### config.mk
export PLATFORM = sky130hd
export DESIGN_NAME = evt_counter_chan
export DESIGN_NICKNAME = d
export VERILOG_FILES = /design/src/rtl/ecc_pkg.sv /design/src/rtl/ecc_edge_sync.sv /design/src/rtl/ecc_wide_reg.sv /design/src/rtl/ecc_regfile.sv /design/src/rtl/ecc_count_core.sv /design/src/rtl/evt_counter_chan.sv
export SDC_FILE = /design/constraint.sdc
export NUM_CORES = 1
export LEC_CHECK = 0
export ABC_AREA = 1
export BUFFER_PORTS_ARGS = -buffer_cell sky130_fd_sc_hd__buf_2
export CORE_MARGIN = 2
export CORE_UTILIZATION = 55
export DETAILED_ROUTE_END_ITERATION = 10
export PLACE_DENSITY = 0.79
export REMOVE_ABC_BUFFERS = 1
export SYNTH_ARGS = -nofsm -noshare
export SYNTH_HDL_FRONTEND = slang
export SYNTH_SLANG_ARGS = --single-unit
### constraint.sdc
create_clock -name clk -period 3.52 [get_ports clk]
set_input_delay 0 -clock clk [delete_from_list [all_inputs] [get_ports clk]]
set_output_delay 0 -clock clk [all_outputs]
set_load 0.01 [all_outputs]
### src/rtl/ecc_pkg.sv
`timescale 1ns/1ps
package ecc_pkg;
  localparam int unsigned DIR_BIT = 0;
  localparam int unsigned ALM_BIT = 1;
  localparam int unsigned RLD_BIT = 2;
  localparam int unsigned RUN_BIT = 7;

  typedef struct packed {
    logic run;
    logic reload_en;
    logic alarm_en;
    logic down;
  } ctrl_t;

  function automatic logic [7:0] ctrl_to_byte(input ctrl_t c);
    logic [7:0] b;
    b          = '0;
    b[DIR_BIT] = c.down;
    b[ALM_BIT] = c.alarm_en;
    b[RLD_BIT] = c.reload_en;
    b[RUN_BIT] = c.run;
    return b;
  endfunction

  function automatic ctrl_t byte_to_ctrl(input logic [7:0] b);
    ctrl_t c;
    c.down      = b[DIR_BIT];
    c.alarm_en  = b[ALM_BIT];
    c.reload_en = b[RLD_BIT];
    c.run       = b[RUN_BIT];
    return c;
  endfunction
endpackage

### src/rtl/ecc_edge_sync.sv
`timescale 1ns/1ps
module ecc_edge_sync #(
  parameter int SYNC_STAGES = 2
) (
  input  logic clk,
  input  logic rst_n,
  input  logic din,
  output logic rise
);
  logic [SYNC_STAGES:0] sh_q;

  always_ff @(posedge clk or negedge rst_n) begin
    if (!rst_n) sh_q <= '0;
    else        sh_q <= {sh_q[SYNC_STAGES-1:0], din};
  end

  assign rise = sh_q[SYNC_STAGES-1] & ~sh_q[SYNC_STAGES];

  // an edge produces a single-cycle step request
  p_single_step_r1: assert property (@(posedge clk) disable iff (!rst_n)
    rise |=> !rise);
endmodule

### src/rtl/ecc_wide_reg.sv
`timescale 1ns/1ps
module ecc_wide_reg #(
  parameter int W      = 32,
  parameter int BASE   = 8,
  parameter int ADDR_W = 4
) (
  input  logic              clk,
  input  logic              rst_n,
  input  logic              wr_en,
  input  logic [ADDR_W-1:0] addr,
  input  logic [7:0]        wdata,
  output logic [W-1:0]      value,
  output logic              rd_hit,
  output logic [7:0]        rd_byte
);
  localparam int NB = W / 8;
  localparam logic [ADDR_W-1:0] LSB_A = ADDR_W'(BASE + NB - 1);

  logic [W-9:0] shadow_q;
  logic         lsb_wr;
  logic         upper_wr;

  assign rd_hit   = (addr >= ADDR_W'(BASE)) && (addr <= LSB_A);
  assign lsb_wr   = wr_en && (addr == LSB_A);
  assign upper_wr = wr_en && rd_hit && (addr != LSB_A);

  always_ff @(posedge clk or negedge rst_n) begin
    if (!rst_n) begin
      value    <= '0;
      shadow_q <= '0;
    end else begin
      if (lsb_wr) value <= {shadow_q, wdata};
      for (int i = 1; i < NB; i++)
        if (wr_en && addr == ADDR_W'(BASE + NB - 1 - i))
          shadow_q[(i-1)*8 +: 8] <= wdata;
    end
  end

  always_comb begin
    rd_byte = '0;
    for (int i = 0; i < NB; i++)
      if (addr == ADDR_W'(BASE + NB - 1 - i)) rd_byte = value[i*8 +: 8];
  end

  // staging an upper byte never disturbs the committed value
  p_no_torn_r6: assert property (@(posedge clk) disable iff (!rst_n)
    upper_wr |=> $stable(value));
endmodule

### src/rtl/ecc_regfile.sv
`timescale 1ns/1ps
module ecc_regfile
  import ecc_pkg::*;
#(
  parameter int         CNT_W  = 32,
  parameter int         HYS_W  = 16,
  parameter logic [7:0] MAGIC  = 8'h55,
  parameter int         A_CTRL = 0,
  parameter int         A_CLR  = 1,
  parameter int         A_HYS  = 2,
  parameter int         A_CNT  = 4,
  parameter int         A_LVL  = 8,
  parameter int         A_RLD  = 12,
  parameter int         ADDR_W = 4
) (
  input  logic              clk,
  input  logic              rst_n,
  input  logic              wr_en,
  input  logic [ADDR_W-1:0] addr,
  input  logic [7:0]        wdata,
  output logic [7:0]        rdata,
  input  logic [CNT_W-1:0]  cnt,
  output ctrl_t             ctrl,
  output logic [CNT_W-1:0]  level,
  output logic [CNT_W-1:0]  reload,
  output logic [HYS_W-1:0]  hyst,
  output logic              clr_hit
);
  localparam int CNT_B = CNT_W / 8;

  logic [7:0] clr_q;
  logic       hys_hit, lvl_hit, rld_hit, cnt_hit;
  logic [7:0] hys_byte, lvl_byte, rld_byte, cnt_byte;
  logic       ctrl_wr;

  assign ctrl_wr = wr_en && (addr == ADDR_W'(A_CTRL));
  assign clr_hit = wr_en && (addr == ADDR_W'(A_CLR)) && (wdata == MAGIC);

  always_ff @(posedge clk or negedge rst_n) begin
    if (!rst_n) begin
      ctrl  <= '0;
      clr_q <= '0;
    end else begin
      if (ctrl_wr) ctrl <= byte_to_ctrl(wdata);
      if (wr_en && addr == ADDR_W'(A_CLR)) clr_q <= (wdata == MAGIC) ? MAGIC : 8'h00;
    end
  end

  ecc_wide_reg #(.W(HYS_W), .BASE(A_HYS), .ADDR_W(ADDR_W)) u_hys (
    .clk(clk), .rst_n(rst_n), .wr_en(wr_en), .addr(addr), .wdata(wdata),
    .value(hyst), .rd_hit(hys_hit), .rd_byte(hys_byte));
  ecc_wide_reg #(.W(CNT_W), .BASE(A_LVL), .ADDR_W(ADDR_W)) u_lvl (
    .clk(clk), .rst_n(rst_n), .wr_en(wr_en), .addr(addr), .wdata(wdata),
    .value(level), .rd_hit(lvl_hit), .rd_byte(lvl_byte));
  ecc_wide_reg #(.W(CNT_W), .BASE(A_RLD), .ADDR_W(ADDR_W)) u_rld (
    .clk(clk), .rst_n(rst_n), .wr_en(wr_en), .addr(addr), .wdata(wdata),
    .value(reload), .rd_hit(rld_hit), .rd_byte(rld_byte));

  always_comb begin
    cnt_hit  = (addr >= ADDR_W'(A_CNT)) && (addr <= ADDR_W'(A_CNT + CNT_B - 1));
    cnt_byte = '0;
    for (int i = 0; i < CNT_B; i++)
      if (addr == ADDR_W'(A_CNT + CNT_B - 1 - i)) cnt_byte = cnt[i*8 +: 8];
  end

  always_comb begin
    rdata = '0;
    if (addr == ADDR_W'(A_CTRL))     rdata = ctrl_to_byte(ctrl);
    else if (addr == ADDR_W'(A_CLR)) rdata = clr_q;
    else if (hys_hit)                rdata = hys_byte;
    else if (cnt_hit)                rdata = cnt_byte;
    else if (lvl_hit)                rdata = lvl_byte;
    else if (rld_hit)                rdata = rld_byte;
  end

  // the key register only ever holds the key or zero
  p_key_value_r5: assert property (@(posedge clk) disable iff (!rst_n)
    (clr_q == MAGIC) || (clr_q == 8'h00));
endmodule

### src/rtl/ecc_count_core.sv
`timescale 1ns/1ps
module ecc_count_core
  import ecc_pkg::*;
#(
  parameter int CNT_W = 32,
  parameter int HYS_W = 16
) (
  input  logic             clk,
  input  logic             rst_n,
  input  logic             step,
  input  logic             clr_hit,
  input  ctrl_t            ctrl,
  input  logic [CNT_W-1:0] level,
  input  logic [CNT_W-1:0] reload,
  input  logic [HYS_W-1:0] hyst,
  output logic [CNT_W-1:0] cnt_q,
  output logic             alarm_q
);
  logic [CNT_W-1:0] cnt_d;
  logic             step_taken;

  function automatic logic [CNT_W-1:0] next_count(
    input logic [CNT_W-1:0] c, input logic down, input logic rel_en,
    input logic [CNT_W-1:0] rel_val);
    logic [CNT_W-1:0] n;
    n = down ? (c - CNT_W'(1)) : (c + CNT_W'(1));
    if (rel_en && n == '0) n = rel_val;
    return n;
  endfunction

  function automatic logic alarm_next(
    input logic a, input logic [CNT_W-1:0] c, input logic [CNT_W-1:0] lv,
    input logic [HYS_W-1:0] h, input logic down, input logic en);
    logic [CNT_W:0] ce, le, he;
    ce = {1'b0, c};
    le = {1'b0, lv};
    he = {{(CNT_W + 1 - HYS_W){1'b0}}, h};
    if (!en)                  return 1'b0;
    if (!down && ce >= le)    return 1'b1;
    if (down && ce <= le)     return 1'b1;
    if (!down && ce + he < le) return 1'b0;
    if (down && ce > le + he) return 1'b0;
    return a;
  endfunction

  assign step_taken = ctrl.run && step && !clr_hit;

  always_comb begin
    cnt_d = cnt_q;
    if (clr_hit)         cnt_d = '0;
    else if (step_taken) cnt_d = next_count(cnt_q, ctrl.down, ctrl.reload_en, reload);
  end

  always_ff @(posedge clk or negedge rst_n) begin
    if (!rst_n) begin
      cnt_q   <= '0;
      alarm_q <= 1'b0;
    end else begin
      cnt_q   <= cnt_d;
      alarm_q <= alarm_next(alarm_q, cnt_q, level, hyst, ctrl.down, ctrl.alarm_en);
    end
  end

  // disabled counter holds its value
  p_hold_off_r3: assert property (@(posedge clk) disable iff (!rst_n)
    (!ctrl.run && !clr_hit) |=> $stable(cnt_q));
  // key write zeroes the count
  p_clear_r5: assert property (@(posedge clk) disable iff (!rst_n)
    clr_hit |=> (cnt_q == '0));
  // a plain upward step adds exactly one
  p_up_step_r2: assert property (@(posedge clk) disable iff (!rst_n)
    (ctrl.run && step && !ctrl.down && !ctrl.reload_en && !clr_hit)
      |=> (cnt_q == $past(cnt_q) + CNT_W'(1)));
  // comparison disabled forces the alarm low
  p_alarm_off_r9: assert property (@(posedge clk) disable iff (!rst_n)
    !ctrl.alarm_en |=> !alarm_q);
endmodule

### src/rtl/evt_counter_chan.sv
`timescale 1ns/1ps
module evt_counter_chan
  import ecc_pkg::*;
#(
  parameter int         CNT_W  = 32,
  parameter int         HYS_W  = 16,
  parameter logic [7:0] MAGIC  = 8'h55,
  localparam int        CNT_B  = CNT_W / 8,
  localparam int        HYS_B  = HYS_W / 8,
  localparam int        A_CTRL = 0,
  localparam int        A_CLR  = 1,
  localparam int        A_HYS  = 2,
  localparam int        A_CNT  = A_HYS + HYS_B,
  localparam int        A_LVL  = A_CNT + CNT_B,
  localparam int        A_RLD  = A_LVL + CNT_B,
  localparam int        ADDR_W = $clog2(A_RLD + CNT_B)
) (
  input  logic              clk,
  input  logic              rst_n,
  input  logic              evt_in,
  input  logic              reg_wr,
  input  logic [ADDR_W-1:0] reg_addr,
  input  logic [7:0]        reg_wdata,
  output logic [7:0]        reg_rdata,
  output logic              alarm_o
);
  logic             evt_rise;
  logic             clr_hit;
  ctrl_t            ctrl;
  logic [CNT_W-1:0] level, reload, count;
  logic [HYS_W-1:0] hyst;

  ecc_edge_sync #(.SYNC_STAGES(2)) u_sync (
    .clk(clk), .rst_n(rst_n), .din(evt_in), .rise(evt_rise));

  ecc_regfile #(
    .CNT_W(CNT_W), .HYS_W(HYS_W), .MAGIC(MAGIC), .A_CTRL(A_CTRL), .A_CLR(A_CLR),
    .A_HYS(A_HYS), .A_CNT(A_CNT), .A_LVL(A_LVL), .A_RLD(A_RLD), .ADDR_W(ADDR_W)
  ) u_regs (
    .clk(clk), .rst_n(rst_n), .wr_en(reg_wr), .addr(reg_addr), .wdata(reg_wdata),
    .rdata(reg_rdata), .cnt(count), .ctrl(ctrl), .level(level), .reload(reload),
    .hyst(hyst), .clr_hit(clr_hit));

  ecc_count_core #(.CNT_W(CNT_W), .HYS_W(HYS_W)) u_core (
    .clk(clk), .rst_n(rst_n), .step(evt_rise), .clr_hit(clr_hit), .ctrl(ctrl),
    .level(level), .reload(reload), .hyst(hyst), .cnt_q(count), .alarm_q(alarm_o));
endmodule

==> results.cfg, run 1 <==
[clock_tree]
cts_tree = yes
clock_latency_ns = 0.46
cts_root_buf = clkbuf_16
cts_buffers = 17
clock_sinks = 177
clockBufferDepth = 2
clk_pin_slew_ns = 0.08
htree_levels = 4

[final_layout]
finalInstanceArea_um2 = 16790
layout.nets = 2385
drive_gt1_share_pct = 11.53
n_fill_cell = 2344
area_growth_syn_to_layout_pct = 15.10
mostFrequentLayoutCells = nand2_1 (568), inv_1 (258), dfrtp_1 (175)
layout.cells.non_filler = 2558
final_common_cell = nand2_1

[power_and_ir_drop]
seqPwrFrac_pct = 22.6
pwr-share-clk_pct = 14.7
ir_worst_vdd_mv = 0.4170
switchingPower_uw = 7056
p_comb_share_pct = 62.7
finalPower_uw = 13860
swShare_pct = 50.92
intPower_uw = 6800
p_leak_uw = 0.008914
p_per_area_nw_per_um2 = 825.0

[die]
fp.dieArea_um2 = 27850
num_rows = 59
die_y_um = 166.9
io_pins = 25
fp.dieW_um = 166.9
start_util_pct = 55.99
core-area_um2 = 26060

[worst_setup_path]
worstPathArrival_ns = 3.89
path_cells = buf_4 > ha_1 > a21oi_2 > nand2_1 > a21boi_2 > o21ai_2 > a21oi_2 > inv_1 > a21oi_2 > buf_4 > inv_1 > nand3_1 > xor2_1 > ha_1 > nand2_1 > nor2_1 > nand4_1 > nor2_2 > nand3_1 > nand3_1 > nand3_1 > nand2_1 > a21oi_1
crit_slowest_cell = dfrtp_1
crit_required_ns = 3.85
crit_type = flip-flop to flip-flop
crit_fanout = 6
critical_path.most_common_cell = nand3_1
end_kind = flip-flop
startpoint_type = flip-flop
slowest_delay_ns = 0.39

[global_route]
antenna_found_initial = 1
first_global_vias = 14393
grt_util_all_layers_pct = 36.94
overflow = 0
grt_start_max_net_pins = 87
grt_pass1_wl_um = 79540

[placement]
dp.cells = 2508
hpwl_um = 39550
port_buffers = 24
finalWeightedCongestion = 1.075
placed_cell_area_um2 = 15810

[synthesis]
synth.area.top_cells = dfrtp_1 (30%), nand2_1 (15%), ha_1 (14%), inv_1 (6.7%), a21oi_1 (5.6%)
ys.flop_type = dfrtp_1
ys_warn_count = 0
synth-seq-cells = 177
synth-edff-count = 0
async_flop_share_pct = 100.0
synth_top_cell_area_share_pct = 30.36
ys_types = 47
postSynthAreaPerCell_um2 = 6.984
seq_area_frac_synth_pct = 30.36
syn_area_um2 = 14590
synth_area_leader_cell = dfrtp_1
synth_cells = 2089

[worst_hold_path]
min_path_type = input pin to flip-flop

[sta]
rsz0062_at_grt = true
drv_slew = 0
hold_slack_ns = 0.09814
final.period_utilization_pct = 101.3
skew_ns = 0.01658
tns_ns = -0.04566
finalCriticalPeriod_ns = 3.566
setup_viol_count_final = 1
fmax_mhz = 280.5
tightest_slew_ns = 1.420
slew_headroom_pct = 2.887
hold_viol = 0
fin_ws_ns = -0.04566

[status]
failed_checks = capacitance limit, setup timing
status = finished with violations

[drt]
drt.antenna.violating_nets = 0
viasPerCell = 5.960
wl_per_cell_um = 20.10
wl_um = 51410
vias = 15246
drtIter0Drc = 1697
drc = 0
dr.pass1.iters = 8

[job]
drv_cap = 1
-- critical path, delay by kind of cell, from the launching register on --
kind	cells	cell delay [ns]
xor gates and xnor gates	1	0.07
AOI/OAI and AO/OA	6	0.89
adders and majority gates	2	0.50
DFF	1	0.39
and+or+nand+nor	10	1.11
buffers and inverters	4	0.46
-- routing by layer --
layer  global-route usage (%)  vias to the layer above  wire length [µm]
met3                    8.175                      153              4989
li1                         -                     7191                 -
met1                    50.44                     7167             21990
met5                        0                        -                 0
met2                    57.06                      735             22360
met4                    14.99                        0              2080
-- Yosys cell counts, types with 5 or more instances --
cell,instances
a211oi_1,6
a21oi_1,164
a31oi_1,6
a32o_1,5
and2_1,5
buf_2,9
clkbuf_1,38
dfrtp_1,177
ha_1,158
inv_1,261
inv_2,7
mux2_2,8
nand2_1,576
nand2_2,5
nand3_1,112
nand3b_1,9
nand4_1,65
nor2_1,160
nor3_1,32
nor4_1,11
o211ai_1,5
o21ai_0,136
o22ai_1,19
xnor2_1,15
xor2_1,49
-- cell families after synthesis --
| family | share of synthesized area, % |
|---|---|
| buffers and inverters | 8.516 |
| AO/OA/AOI/OAI | 13.81 |
| adder cells (fa/ha/maj) | 13.96 |
| flip-flops | 30.36 |
| AND/OR/NAND/NOR | 28.90 |
| multiplexers | 0.6175 |
| XOR/XNOR | 3.842 |
-- layout make-up --
cell class	count	area [µm²]	share of cell area [%]
antenna	2	5.005	0.02980
inverter	269	1010	6.013
clock buffer	17	425.4	2.533
sequential	177	4432	26.39
clock inverter	15	209.0	1.244
tap	335	419.2	2.496
multi-input combinational	1593	9143	54.44
timing repair buffer	150	1151	6.854
-- flip-flops by register name (all words and copies together), names as in the netlist --
signal,count
u_core.alarm_q,1
u_core.cnt_q,32
u_regs.clr_q,1
u_regs.ctrl,4
u_regs.u_hys.shadow_q,8
u_regs.u_hys.value,16
u_regs.u_lvl.shadow_q,24
u_regs.u_lvl.value,32
u_regs.u_rld.shadow_q,24
u_regs.u_rld.value,32
u_sync.sh_q,3
-- through the flow --
| stage | utilization, % | worst slack, ns |
|---|---|---|
| 2_1_floorplan | - | -0.1388 |
| 3_3_place_gp | 60.68 | -0.1341 |
| 3_5_place_dp | 60.68 | -0.2669 |
| 4_1_cts | 64.04 | -0.02680 |
| 5_1_grt | 64.43 | -0.3102 |
| 6_report | 64.45 | -0.04566 |
-- worst paths after layout --
check	from	endpoint	slack [ns]	depth (start not counted)
setup / recovery	u_regs.u_hys.value[1]	u_core.alarm_q	-0.05	23
hold / removal	reg_wr	u_regs.clr_q[4]	0.1	4
setup reg to reg	u_regs.u_hys.value[1]	u_core.alarm_q	-0.05	23
hold reg to reg	u_sync.sh_q[0]	u_sync.sh_q[1]	0.35	0
max in group asynchronous	rst_n	u_regs.u_rld.value[1]	2.32	3
min in group asynchronous	rst_n	u_core.cnt_q[17]	0.16	2
-- what timing repair did --
action / in CTS / in global routing
resized for setup: 38 / 18
cloned: 0 / 1
hold endpoints to repair: 86 / 0
setup buffers: 8 / 2
setup endpoints to repair: 1 / 33
hold buffers: 5 / 0
pin swaps: 25 / 17
-- power by group through the flow --
| stage | logic (µW) | registers (µW) | clock network, µW |
|---|---|---|---|
| 2_1_floorplan | 5220 | 3070 | 0 |
| 5_1_grt | 9630 | 3170 | 2110 |
| 6_report | 8690 | 3130 | 2040 |
| 3_3_place_gp | 7990 | 3120 | 0 |
| 3_5_place_dp | 8140 | 3140 | 0 |
| 4_1_cts | 8390 | 3100 | 2040 |
Note: power is estimated with default switching activity, not from simulation.
==> run 2: changes to the inputs <==
PLACE_DENSITY = 0.76   (was 0.79)
clock period = 4.4 ns   (was 3.52 ns; I/O delays follow)
==> results.cfg, run 2 (same netlist as run 1, synthesis figures left out) <==
[final_layout]
layout.nets = 2296
n_fill_cell = 2472
n_antenna_cell = 0
final_common_cell = nand2_1
drive_gt1_share_pct = 6.191
area_growth_syn_to_layout_pct = 8.790
reg_top3 = u_core.cnt_q (32), u_regs.u_lvl.value (32), u_regs.u_rld.value (32)
mostFrequentLayoutCells = nand2_1 (572), inv_1 (261), dfrtp_1 (176)

[sta]
slew_headroom_pct = 18.24
hold_viol = 0
finalCriticalPeriod_ns = 4.068
final.period_utilization_pct = 92.46
tightest_slew_ns = 1.195
skew_ns = 0.01829
setup_viol_count_final = 0
hold_slack_ns = 0.09990
fmax_mhz = 245.8
drv_slew = 0

[drt]
wl_per_cell_um = 20.21
dr.pass1.iters = 8
wl_um = 49850
viasPerCell = 5.991
drtIter0Drc = 1760
vias = 14780
drc = 0
drt.antenna.violating_nets = 0

[placement]
port_buffers = 24
finalWeightedCongestion = 1.108
hpwl_um = 38660

[global_route]
grt_util_all_layers_pct = 35.69
grt_util_met3_pct = 4.682
first_global_vias = 13582
overflow = 0
grt_start_max_net_pins = 95
grt-busiest-layer = met2
grt_pass1_wl_um = 77380
antenna_found_initial = 0
grt_util_met1_pct = 51.93
met2_usage_pct = 54.21

[clock_tree]
clock_latency_ns = 0.45
cts_root_buf = clkbuf_16
clockBufferDepth = 2
clk_pin_slew_ns = 0.08
clock_sinks = 177
cts_buffers = 17
htree_levels = 4
cts_tree = yes

[worst_setup_path]
crit_required_ns = 4.76
regToRegStartpoint = u_regs.u_hys.value[1]
crit_fanout = 6
startpoint_type = flip-flop
worstPathArrival_ns = 4.43
crit_type = flip-flop to flip-flop
startpoint = u_regs.u_hys.value[1]
regToRegSetupSlack_ns = 0.33
reg2reg_to = u_core.alarm_q
crit_path_end = u_core.alarm_q
end_kind = flip-flop
worst_r2r_path_depth = 27

[power_and_ir_drop]
p_leak_uw = 0.008456
finalPower_uw = 10440
ir_worst_vdd_mv = 0.3859
p_per_area_nw_per_um2 = 657.9

[die]
num_rows = 59
fp.dieArea_um2 = 27850
fp.dieW_um = 166.9
die_y_um = 166.9
io_pins = 25
start_util_pct = 55.99
core-area_um2 = 26060

[status]
status = complete, no violations

[job]
drv_cap = 0

[worst_hold_path]
min_path_type = input pin to flip-flop
-- run 2: cell count changes in the layout (fill, tap and decap cells not counted), moves of 5 or more --
| cell | before | now |
|---|---|---|
| a21oi_1 | 157 | 162 |
| buf_4 | 115 | 33 |
| a21oi_2 | 7 | 2 |
| buf_12 | 5 | 0 |
| o21ai_0 | 130 | 135 |
-- run 2: through the flow --
step | utilization [%] | cells | instance area, µm² | TNS (ns) | setup WS (ns)
final | 60.91 | 2467 | 15870 | 0 | 0.3317
after global routing | 60.91 | 2467 | 15870 | -0.008416 | -0.008416
after CTS | 60.68 | 2463 | 15810 | 0 | 0.2209
after detailed placement | 58.11 | 2426 | 15140 | 0 | 0.2488
after global placement | 58.11 | 2426 | 15140 | 0 | 0.4166
after floorplan | - | 2038 | 14360 | 0 | 0.7412
-- run 2: power by group --
group          internal [µW]  switching (µW)
sequential              2050             633
combinational           2160            3960
clock                    789             849
total                   5000            5440
-- run 2: critical path, cell delays in order, from the launching register on --
cell and delay [ns]:
dfrtp_1 0.47, ha_1 0.32, nand2_1 0.07, nand2_1 0.06
o21ai_0 0.14, o21ai_1 0.23, nand2_1 0.07, nand2_1 0.13
inv_1 0.05, o21ai_1 0.33, a21oi_1 0.17, nor3_1 0.45
xor2_1 0.13, ha_1 0.30, nand2_1 0.06, inv_1 0.06
nand3_1 0.10, nor3_2 0.13, nand2_1 0.07, nand2_1 0.06
nand2_1 0.05, nand2_1 0.06, nand2_1 0.04, nand2_1 0.05
nand2_1 0.05, a21oi_1 0.12, nand2_1 0.07, a21oi_1 0.15
-- run 2: how the worst min path moves through the flow --
| stage | from | to | slack (ns) | depth (start not counted) |
|---|---|---|---|---|
| finish | reg_wr | u_regs.clr_q[4] | 0.1 | 4 |
| global route | reg_wr | u_regs.clr_q[4] | 0.11 | 4 |
| CTS | reg_wr | u_regs.clr_q[4] | 0.08 | 4 |
| detailed placement | evt_in | u_sync.sh_q[0] | 0.11 | 1 |
| global placement | evt_in | u_sync.sh_q[0] | 0.11 | 1 |
| floorplan | rst_n | u_core.alarm_q | -0.30 | 0 |
-- run 2: what timing repair did --
item / 4_1_cts / 5_1_grt
hold buffers: 5 / 0
gates resized for setup: 0 / 9
setup endpoints to repair: 0 / 1
hold endpoints to repair: 94 / 0
buffers inserted: 0 / 4
-- run 2: layout make-up --
class	instances	area (µm²)	share of cell area, %
repair buffers	62	424.2	2.672
well taps	335	419.2	2.641
clock inverters	15	193.9	1.222
flip-flops and latches	177	4431	27.91
inverters	269	1010	6.361
multi-input cells	1592	8970	56.51
clock buffers	17	425.4	2.680
-- run 2: routing by layer --
metal  vias up  wire length [µm]
li1       7013                 -
met1      6955             22180
met2       690             21520
met3       122              4060
met4         0              2076
met5         -                 0
